`config.mk`:
```
export PLATFORM = sky130hd
export DESIGN_NAME = ks_load_sequencer
export DESIGN_NICKNAME = d
export VERILOG_FILES = /design/src/rtl/ks_seq_pkg.sv /design/src/rtl/ks_image_build.sv /design/src/rtl/ks_phase_ctrl.sv /design/src/rtl/ks_strobe_decode.sv /design/src/rtl/ks_load_sequencer.sv
export SDC_FILE = /design/constraint.sdc
export NUM_CORES = 1
export LEC_CHECK = 0
export BUFFER_PORTS_ARGS = -buffer_cell sky130_fd_sc_hd__buf_2
export CAP_MARGIN = 20
export CELL_PAD_IN_SITES_DETAIL_PLACEMENT = 1
export CELL_PAD_IN_SITES_GLOBAL_PLACEMENT = 1
export CORE_AREA = 5 5 338 340
export DETAILED_ROUTE_END_ITERATION = 6
export DIE_AREA = 0 0 343 345
export PLACE_DENSITY_LB_ADDON = 0.1
export SKIP_CTS_REPAIR_TIMING = 1
export SYNTH_ARGS = -nofsm -noshare
export SYNTH_HDL_FRONTEND = slang
export SYNTH_SLANG_ARGS = --single-unit
```
`constraint.sdc`:
```
create_clock -name clk -period 2.09 [get_ports clk]
set_input_delay 0.1045 -clock clk [delete_from_list [all_inputs] [get_ports clk]]
set_output_delay 0.1045 -clock clk [all_outputs]
set_load 0.005 [all_outputs]
```
`src/rtl/ks_seq_pkg.sv`:
```
package ks_seq_pkg;
    localparam int WORD_W    = 32;
    localparam int KEY_WORDS = 4;
    localparam int STAGES    = 16;
    localparam int KEY_W     = WORD_W * KEY_WORDS;
    localparam int IMAGE_W   = WORD_W * STAGES;

    typedef enum logic [2:0] {
        PH_IDLE   = 3'd0,
        PH_LOAD   = 3'd1,
        PH_INIT   = 3'd2,
        PH_WARMUP = 3'd3,
        PH_GEN    = 3'd4,
        PH_DONE   = 3'd5
    } phase_e;

    typedef struct packed {
        logic load;
        logic fsm_clear;
        logic step;
        logic init_mode;
        logic z_valid;
        logic done;
    } strobes_t;

    // IV word injected into a stage, or -1 when the stage takes none
    function automatic int iv_slot(input int stage);
        case (stage)
            15:      return 0;
            12:      return 1;
            10:      return 2;
            9:       return 3;
            default: return -1;
        endcase
    endfunction

    // stage groups 0 and 2 hold the complemented key
    function automatic bit group_inverted(input int grp);
        return (grp == 0) || (grp == 2);
    endfunction
endpackage

```
`src/rtl/ks_image_build.sv`:
```
module ks_image_build
    import ks_seq_pkg::*;
(
    input  logic [KEY_W-1:0]   key_i,
    input  logic [KEY_W-1:0]   iv_i,
    output logic [IMAGE_W-1:0] image_o
);
    localparam int GROUPS = STAGES / KEY_WORDS;

    for (genvar g = 0; g < GROUPS; g++) begin : g_grp
        for (genvar j = 0; j < KEY_WORDS; j++) begin : g_word
            localparam int STG  = g * KEY_WORDS + j;
            localparam int IVS  = iv_slot(STG);
            localparam bit INV  = group_inverted(g);
            logic [WORD_W-1:0] kw;
            assign kw = INV ? ~key_i[j*WORD_W +: WORD_W] : key_i[j*WORD_W +: WORD_W];
            if (IVS >= 0) begin : g_iv
                assign image_o[STG*WORD_W +: WORD_W] = kw ^ iv_i[IVS*WORD_W +: WORD_W];
            end else begin : g_plain
                assign image_o[STG*WORD_W +: WORD_W] = kw;
            end
        end
    end
endmodule

```
`src/rtl/ks_phase_ctrl.sv`:
```
module ks_phase_ctrl
    import ks_seq_pkg::*;
#(
    parameter int CNT_W      = 16,
    parameter int INIT_STEPS = 32
) (
    input  logic             clk,
    input  logic             rst,
    input  logic             start,
    input  logic [CNT_W-1:0] word_count_i,
    output phase_e           phase_o
);
    localparam int IC_W = (INIT_STEPS > 1) ? $clog2(INIT_STEPS) : 1;
    localparam logic [IC_W-1:0] IC_LAST = IC_W'(INIT_STEPS - 1);

    phase_e           phase_q;
    logic [IC_W-1:0]  init_cnt_q;
    logic [CNT_W-1:0] words_left_q;

    always_ff @(posedge clk) begin
        if (rst) begin
            phase_q      <= PH_IDLE;
            init_cnt_q   <= '0;
            words_left_q <= '0;
        end else begin
            case (phase_q)
                PH_IDLE: if (start) begin
                    phase_q      <= PH_LOAD;
                    words_left_q <= word_count_i;
                end
                PH_LOAD: begin
                    phase_q    <= PH_INIT;
                    init_cnt_q <= '0;
                end
                PH_INIT: begin
                    if (init_cnt_q == IC_LAST) phase_q <= PH_WARMUP;
                    else                       init_cnt_q <= init_cnt_q + 1'b1;
                end
                PH_WARMUP: phase_q <= (words_left_q == '0) ? PH_DONE : PH_GEN;
                PH_GEN: begin
                    if (words_left_q == CNT_W'(1)) phase_q <= PH_DONE;
                    words_left_q <= words_left_q - 1'b1;
                end
                PH_DONE: phase_q <= PH_IDLE;
                default: phase_q <= PH_IDLE;
            endcase
        end
    end

    assign phase_o = phase_q;
endmodule

```
`src/rtl/ks_strobe_decode.sv`:
```
module ks_strobe_decode
    import ks_seq_pkg::*;
(
    input  phase_e            phase_i,
    input  logic [WORD_W-1:0] fsm_out_i,
    input  logic [WORD_W-1:0] s0_i,
    output strobes_t          strb_o,
    output logic [WORD_W-1:0] z_o
);
    always_comb begin
        strb_o = '0;
        case (phase_i)
            PH_LOAD:   begin strb_o.load = 1'b1; strb_o.fsm_clear = 1'b1; end
            PH_INIT:   begin strb_o.step = 1'b1; strb_o.init_mode = 1'b1; end
            PH_WARMUP: strb_o.step = 1'b1;
            PH_GEN:    begin strb_o.step = 1'b1; strb_o.z_valid = 1'b1; end
            PH_DONE:   strb_o.done = 1'b1;
            default:   strb_o = '0;
        endcase
    end

    // word is taken from pre-shift values of the same cycle
    assign z_o = (phase_i == PH_GEN) ? (fsm_out_i ^ s0_i) : '0;
endmodule

```
`src/rtl/ks_load_sequencer.sv`:
```
module ks_load_sequencer
    import ks_seq_pkg::*;
#(
    parameter int CNT_W      = 16,
    parameter int INIT_STEPS = 32
) (
    input  logic               clk,
    input  logic               rst,
    input  logic               start,
    input  logic [KEY_W-1:0]   key_i,
    input  logic [KEY_W-1:0]   iv_i,
    input  logic [CNT_W-1:0]   word_count_i,
    input  logic [WORD_W-1:0]  fsm_out_i,
    input  logic [WORD_W-1:0]  s0_i,
    output logic               load_o,
    output logic               fsm_clear_o,
    output logic [IMAGE_W-1:0] load_image_o,
    output logic               step_o,
    output logic               init_mode_o,
    output logic [WORD_W-1:0]  z_o,
    output logic               z_valid_o,
    output logic               done_o
);
    phase_e   phase;
    strobes_t strb;

    ks_image_build u_image (
        .key_i   (key_i),
        .iv_i    (iv_i),
        .image_o (load_image_o)
    );

    ks_phase_ctrl #(.CNT_W(CNT_W), .INIT_STEPS(INIT_STEPS)) u_ctrl (
        .clk          (clk),
        .rst          (rst),
        .start        (start),
        .word_count_i (word_count_i),
        .phase_o      (phase)
    );

    ks_strobe_decode u_dec (
        .phase_i   (phase),
        .fsm_out_i (fsm_out_i),
        .s0_i      (s0_i),
        .strb_o    (strb),
        .z_o       (z_o)
    );

    assign load_o      = strb.load;
    assign fsm_clear_o = strb.fsm_clear;
    assign step_o      = strb.step;
    assign init_mode_o = strb.init_mode;
    assign z_valid_o   = strb.z_valid;
    assign done_o      = strb.done;
endmodule

```
==> reports/results.ini, run 1 <==
[global_route]
grtUsageTotal_pct=5.71
grt_max_degree=40
grt_pass1_wl_um=51100
grt_pass1_vias=7434
antenna_found_initial=4
grt.overflow.total=0

[yosys]
synth-seq-cells=24
postSynthAreaPerCell_um2=7.09
yosysSeqAreaShare_pct=8.96
synth_warnings=0
syn_inst=756
synth_ff_type=dfxtp_1
syn_area_um2=5360
synth_nets=1100
synth_edf_count=0
async_reset_ff_share_pct=0
yosysUniqueCellTypes=43

[timing]
drv_slew=0
worst_hold_slack_ps=114
hold_viol_final=0
final.min_clock_period_ps=2090
fin_skew_ps=3.79
setup_viol=1
post-route-period-util_pct=100
worst_pin_slew_ps=580
max_freq_mhz=478
rsz0062_at_grt=true
timing.final.ws_setup_ps=-0.0768
relSlewSlack_pct=61.3

[routing]
wl_per_cell_um=12.9
dr_total_vias=6860
drc=0
finalWirelength_um=37600
drtAntennaViolNets=0
vias_per_cell=2.36
drt_iter0_markers=125
first_pass_iters=4

[min_path]
hold_path_class=in -> reg

[pwr]
p_seq_share_pct=17.2
ir_worst_vdd_uv=240
p_total_uw=3280
sw_frac_of_total_pct=42.6
leakage_uw=0.00542
power.internal_uw=1890
p_comb_share_pct=67.8
clkPwrFrac_pct=15.1
powerDensity_nw_per_um2=327
netSwitchingPower_uw=1400

[placement]
placed_area_um2=9910
dp.cells=2898
gp_congestion=0.766
port_buffers=888
dp_hpwl_um=34900

[clock_tree]
clock_latency_ps=270
cts_tree=built
clockBufferDepth=2
clockRootBuffer=clkbuf_16
cts-htree-levels=1
cts_num_sinks=24
clk_pin_slew_ps=70
cts_buffers=3

[final_layout]
final_nets=1747
layout-drive-gt1-share_pct=66.5
areaGrowthSynthToFinish_pct=87.5
n_fill_cell=13700
final_util_pct=9.04
final_cell_mix=888 x buf_2, 133 x inv_1, 102 x xnor2_1
finalNonFillerCells=2903
final_common_cell=buf_2
design_area_um2=10100

[die]
die_y_um=345
fp-row-count=123
fp.dieArea_um2=118000
ios=889
initial_utilization_pct=4.82
fp.coreArea_um2=111000
die_w_um=343

[critical_path]
cp.required_ps=2280
cp-start-kind=register
cp-end-kind=register
worstSetupPathType=reg -> reg
max_stage_delay_ps=570
arrival_ps=2290
path_cells=or4_4, or4b_4, nor4_4, xnor2_1, a211oi_2
cp_slowest_cell=or4_4
cp_max_fo=6

[run]
maxCapViolations=0

[outcome]
violations=setup timing
status=finished with violations

[kinds of logic after synthesis]
logic type               after synthesis  synth area share [%]
AO/OA/AOI/OAI                         45                  5.60
XOR/XNOR                             168                  27.4
adder cells (fa/ha/maj)                5                  1.17
buffers and inverters                402                  46.1
flip-flops                            24                  8.96
multiplexers                           5                 0.934
AND/OR/NAND/NOR                      107                  9.76
[synthesized netlist by cell type (2+ instances only)]
cell,number,area share (%)
dfxtp_1,24,9.0
clkbuf_1,10,0.70
xnor2_1,102,17
inv_1,133,9.3
nor2_1,61,4.3
a311oi_1,2,0.33
mux2i_1,5,0.93
nand3_1,6,0.56
xor2_1,66,11
o31ai_1,2,0.28
o22ai_1,3,0.35
nor3_1,8,0.75
nor4_1,2,0.23
a22oi_1,2,0.28
buf_1,2,0.14
nand2b_1,6,0.70
buf_4,257,36
ha_1,5,1.2
nand3b_1,3,0.42
o21ai_0,9,0.84
a221oi_1,3,0.49
nand2_1,8,0.56
a21oi_1,11,1.0
o21bai_1,2,0.28
a211oi_1,6,0.84
[power groups by stage]
stage / logic [uW] / registers [uW] / clock network (uW)
final: 2230 / 564 / 495
after global routing: 2480 / 572 / 555
after CTS: 2300 / 559 / 536
after detailed placement: 2290 / 569 / 0
after global placement: 2330 / 569 / 0
after floorplan: 1120 / 560 / 0
[stage by stage]
stage	TNS (ps)	setup WS (ps)
after global routing	-342	-99.0
after floorplan	0	17.4
final	-0.0768	-0.0768
after CTS	-169	-118
after detailed placement	-95.9	-89.6
after global placement	-16.9	-13.0
[flip-flops by register name (all words and copies together) (netlist names)]
name                 cells
u_ctrl.words_left_q     16
u_ctrl.init_cnt_q        5
u_ctrl.phase_o           3
[critical path: cells and delay by family (launching register included)]
family	cells	cell delay [ps]
DFF	1	320
and+or+nand+nor	3	1370
xor gates and xnor gates	1	110
AOI/OAI and AO/OA	1	210
[worst paths after layout]
kind	startpoint	endpoint	slack, ps	cells past startpoint
setup / recovery	u_ctrl.words_left_q[5]	u_ctrl.words_left_q[15]	-0.08	5
hold / removal	word_count_i[0]	u_ctrl.words_left_q[0]	110	3
setup reg to reg	u_ctrl.words_left_q[5]	u_ctrl.words_left_q[15]	-0.08	5
hold reg to reg	u_ctrl.init_cnt_q[4]	u_ctrl.init_cnt_q[4]	490	2
[routing by layer]
metal  wire, um  part of all wire [%]  GRT usage (%)  vias to the layer above
met3       4340                    12           1.95                       17
met1      11400                    30           5.04                     3098
li1           -                     -              -                     3294
met2      21600                    58           12.4                      447
met4        225                  0.60          0.522                        4
met5         27                 0.072              0                        -
[final cells by class]
class	count	area, um^2	share of cell area, %
diodes	1	2.50	0.0249
repair buffers	911	4640	46.2
multi-input cells	330	2460	24.5
well taps	1500	1880	18.7
inverters	133	499	4.97
flip-flops and latches	24	483	4.80
clock buffers	4	88.8	0.884
Note: power is estimated with default switching activity, not from simulation.
==> inputs of run 2 (changes only) <==
Settings changed: CELL_PAD_IN_SITES_DETAIL_PLACEMENT 1 to 2, CELL_PAD_IN_SITES_GLOBAL_PLACEMENT 1 to 2, CORE_AREA 5 5 338 340 to 5 5 347 349, DIE_AREA 0 0 343 345 to 0 0 352 354, GPL_TIMING_DRIVEN set to 0.
==> reports/results.ini, run 2 (synthesis gave the netlist of run 1 again) <==
[clock_tree]
clockRootBuffer=clkbuf_16
clock_latency_ps=270
cts_buffers=3
clockBufferDepth=2
cts-htree-levels=1
clk_pin_slew_ps=80
cts_tree=built
cts_num_sinks=24

[final_layout]
ff_latch_area_um2=492
final_cell_mix=888 x buf_2, 266 x buf_4, 133 x inv_1
final_nets=2000
largest_reg_flops=16
regMostFlops=u_ctrl.words_left_q
finalNonFillerCells=3199
layout-drive-gt1-share_pct=72.0
areaGrowthSynthToFinish_pct=124
multi_input_area_um2=2480
n_fill_cell=14100
final_common_cell=buf_2

[global_route]
grt_pass1_vias=8639
grt_pass1_wl_um=67000
grt.overflow.total=0
antenna_found_initial=20
grt_max_degree=14
grtUsageTotal_pct=7.31

[timing]
relSlewSlack_pct=53.2
tns_ps=-60.3
setup_viol=2
hold_viol_final=0
worst_hold_slack_ps=106
drv_slew=0
worst_pin_slew_ps=702
rsz0062_at_grt=true
timing.final.ws_setup_ps=-38.8
max_freq_mhz=470
final.min_clock_period_ps=2130
post-route-period-util_pct=102
fin_skew_ps=3.24

[outcome]
status=finished with violations
violations=setup timing

[die]
die_w_um=352
ios=889
die_y_um=354
fp.dieArea_um2=125000
fp-row-count=126
initial_utilization_pct=4.58
fp.coreArea_um2=117000

[critical_path]
cp.required_ps=2230
max_stage_delay_ps=630
cp_slowest_cell=or4_2
arrival_ps=2270
cp-start-kind=register
cp_max_fo=6
path_cells=or4_4, buf_4, or4_2, o221ai_2, a21oi_1
worstSetupPathType=reg -> reg
cp-end-kind=register

[pwr]
netSwitchingPower_uw=1580
leakage_uw=0.00662
p_seq_share_pct=15.7
powerDensity_nw_per_um2=313
sw_frac_of_total_pct=41.9
p_comb_share_pct=70.5
ir_worst_vdd_uv=258
power.internal_uw=2180
clkPwrFrac_pct=13.8

[placement]
dp.cells=3180
port_buffers=888
dp_hpwl_um=46600
gp_congestion=0.746

[routing]
first_pass_iters=4
vias_per_cell=2.48
drt_iter0_markers=141
drc=0
drtAntennaViolNets=0
wl_per_cell_um=15.5
dr_total_vias=7945
finalWirelength_um=49500

[min_path]
hold_path_class=in -> reg

[run]
maxCapViolations=0

[run 2: cell types whose count changed in the layout (fill, tap and decap cells not counted), sizes merged]
cell and delta:
buf +244, clkbuf +9, diode +7
[run 2: path summary, 6_finish.rpt]
| kind | startpoint | to | slack, ps | cells after the start |
|---|---|---|---|---|
| setup / recovery | u_ctrl.words_left_q[5] | u_ctrl.words_left_q[10] | -40 | 5 |
| hold / removal | word_count_i[0] | u_ctrl.words_left_q[0] | 110 | 3 |
| setup reg to reg | u_ctrl.words_left_q[5] | u_ctrl.words_left_q[10] | -40 | 5 |
| hold reg to reg | u_ctrl.init_cnt_q[4] | u_ctrl.init_cnt_q[4] | 500 | 2 |
[run 2: power groups by stage]
stage | Clock (uW) | Sequential [uW] | Combinational [uW]
5_1_grt | 559 | 601 | 2920
6_report | 518 | 590 | 2650
3_5_place_dp | 0 | 582 | 2650
2_1_floorplan | 0 | 560 | 1120
4_1_cts | 555 | 571 | 2660
3_3_place_gp | 0 | 581 | 2650
[run 2: cell type report]
| class | count | area share [%] |
|---|---|---|
| diodes | 8 | 0.167 |
| multi-input cells | 330 | 20.7 |
| repair buffers | 897 | 37.6 |
| well taps | 1536 | 16.0 |
| plain buffers | 267 | 16.5 |
| clock buffers | 4 | 0.740 |
| inverters | 133 | 4.16 |
| flip-flops and latches | 24 | 4.10 |
[run 2: per-layer routing]
metal / up-vias / global-route usage, % / share of wire (%)
met4: 12 / 1.17 / 1.4
li1: 3808 / - / -
met5: - / 0 / 0.18
met3: 37 / 3.07 / 9.6
met1: 3645 / 6.06 / 30
met2: 443 / 15.8 / 59
[run 2: per-stage QoR]
| step | utilization (%) | power [uW] | setup WS, ps | area [um^2] |
|---|---|---|---|---|
| 6_report | 10.2 | 3760 | -38.8 | 12000 |
| 5_1_grt | 10.2 | 4080 | -71.2 | 12000 |
| 4_1_cts | 10.1 | 3790 | -1310 | 11800 |
| 3_5_place_dp | 10.0 | 3240 | -986 | 11700 |
| 3_3_place_gp | 10.0 | 3230 | -946 | 11700 |
| 2_1_floorplan | - | 1680 | 17.4 | 5360 |
[run 2: critical path, delay by kind of cell (launching register included)]
kind,cells,cell delay [ps]
compound gates,2,240
simple gates,2,1220
flops,1,370
buf+inv,1,170
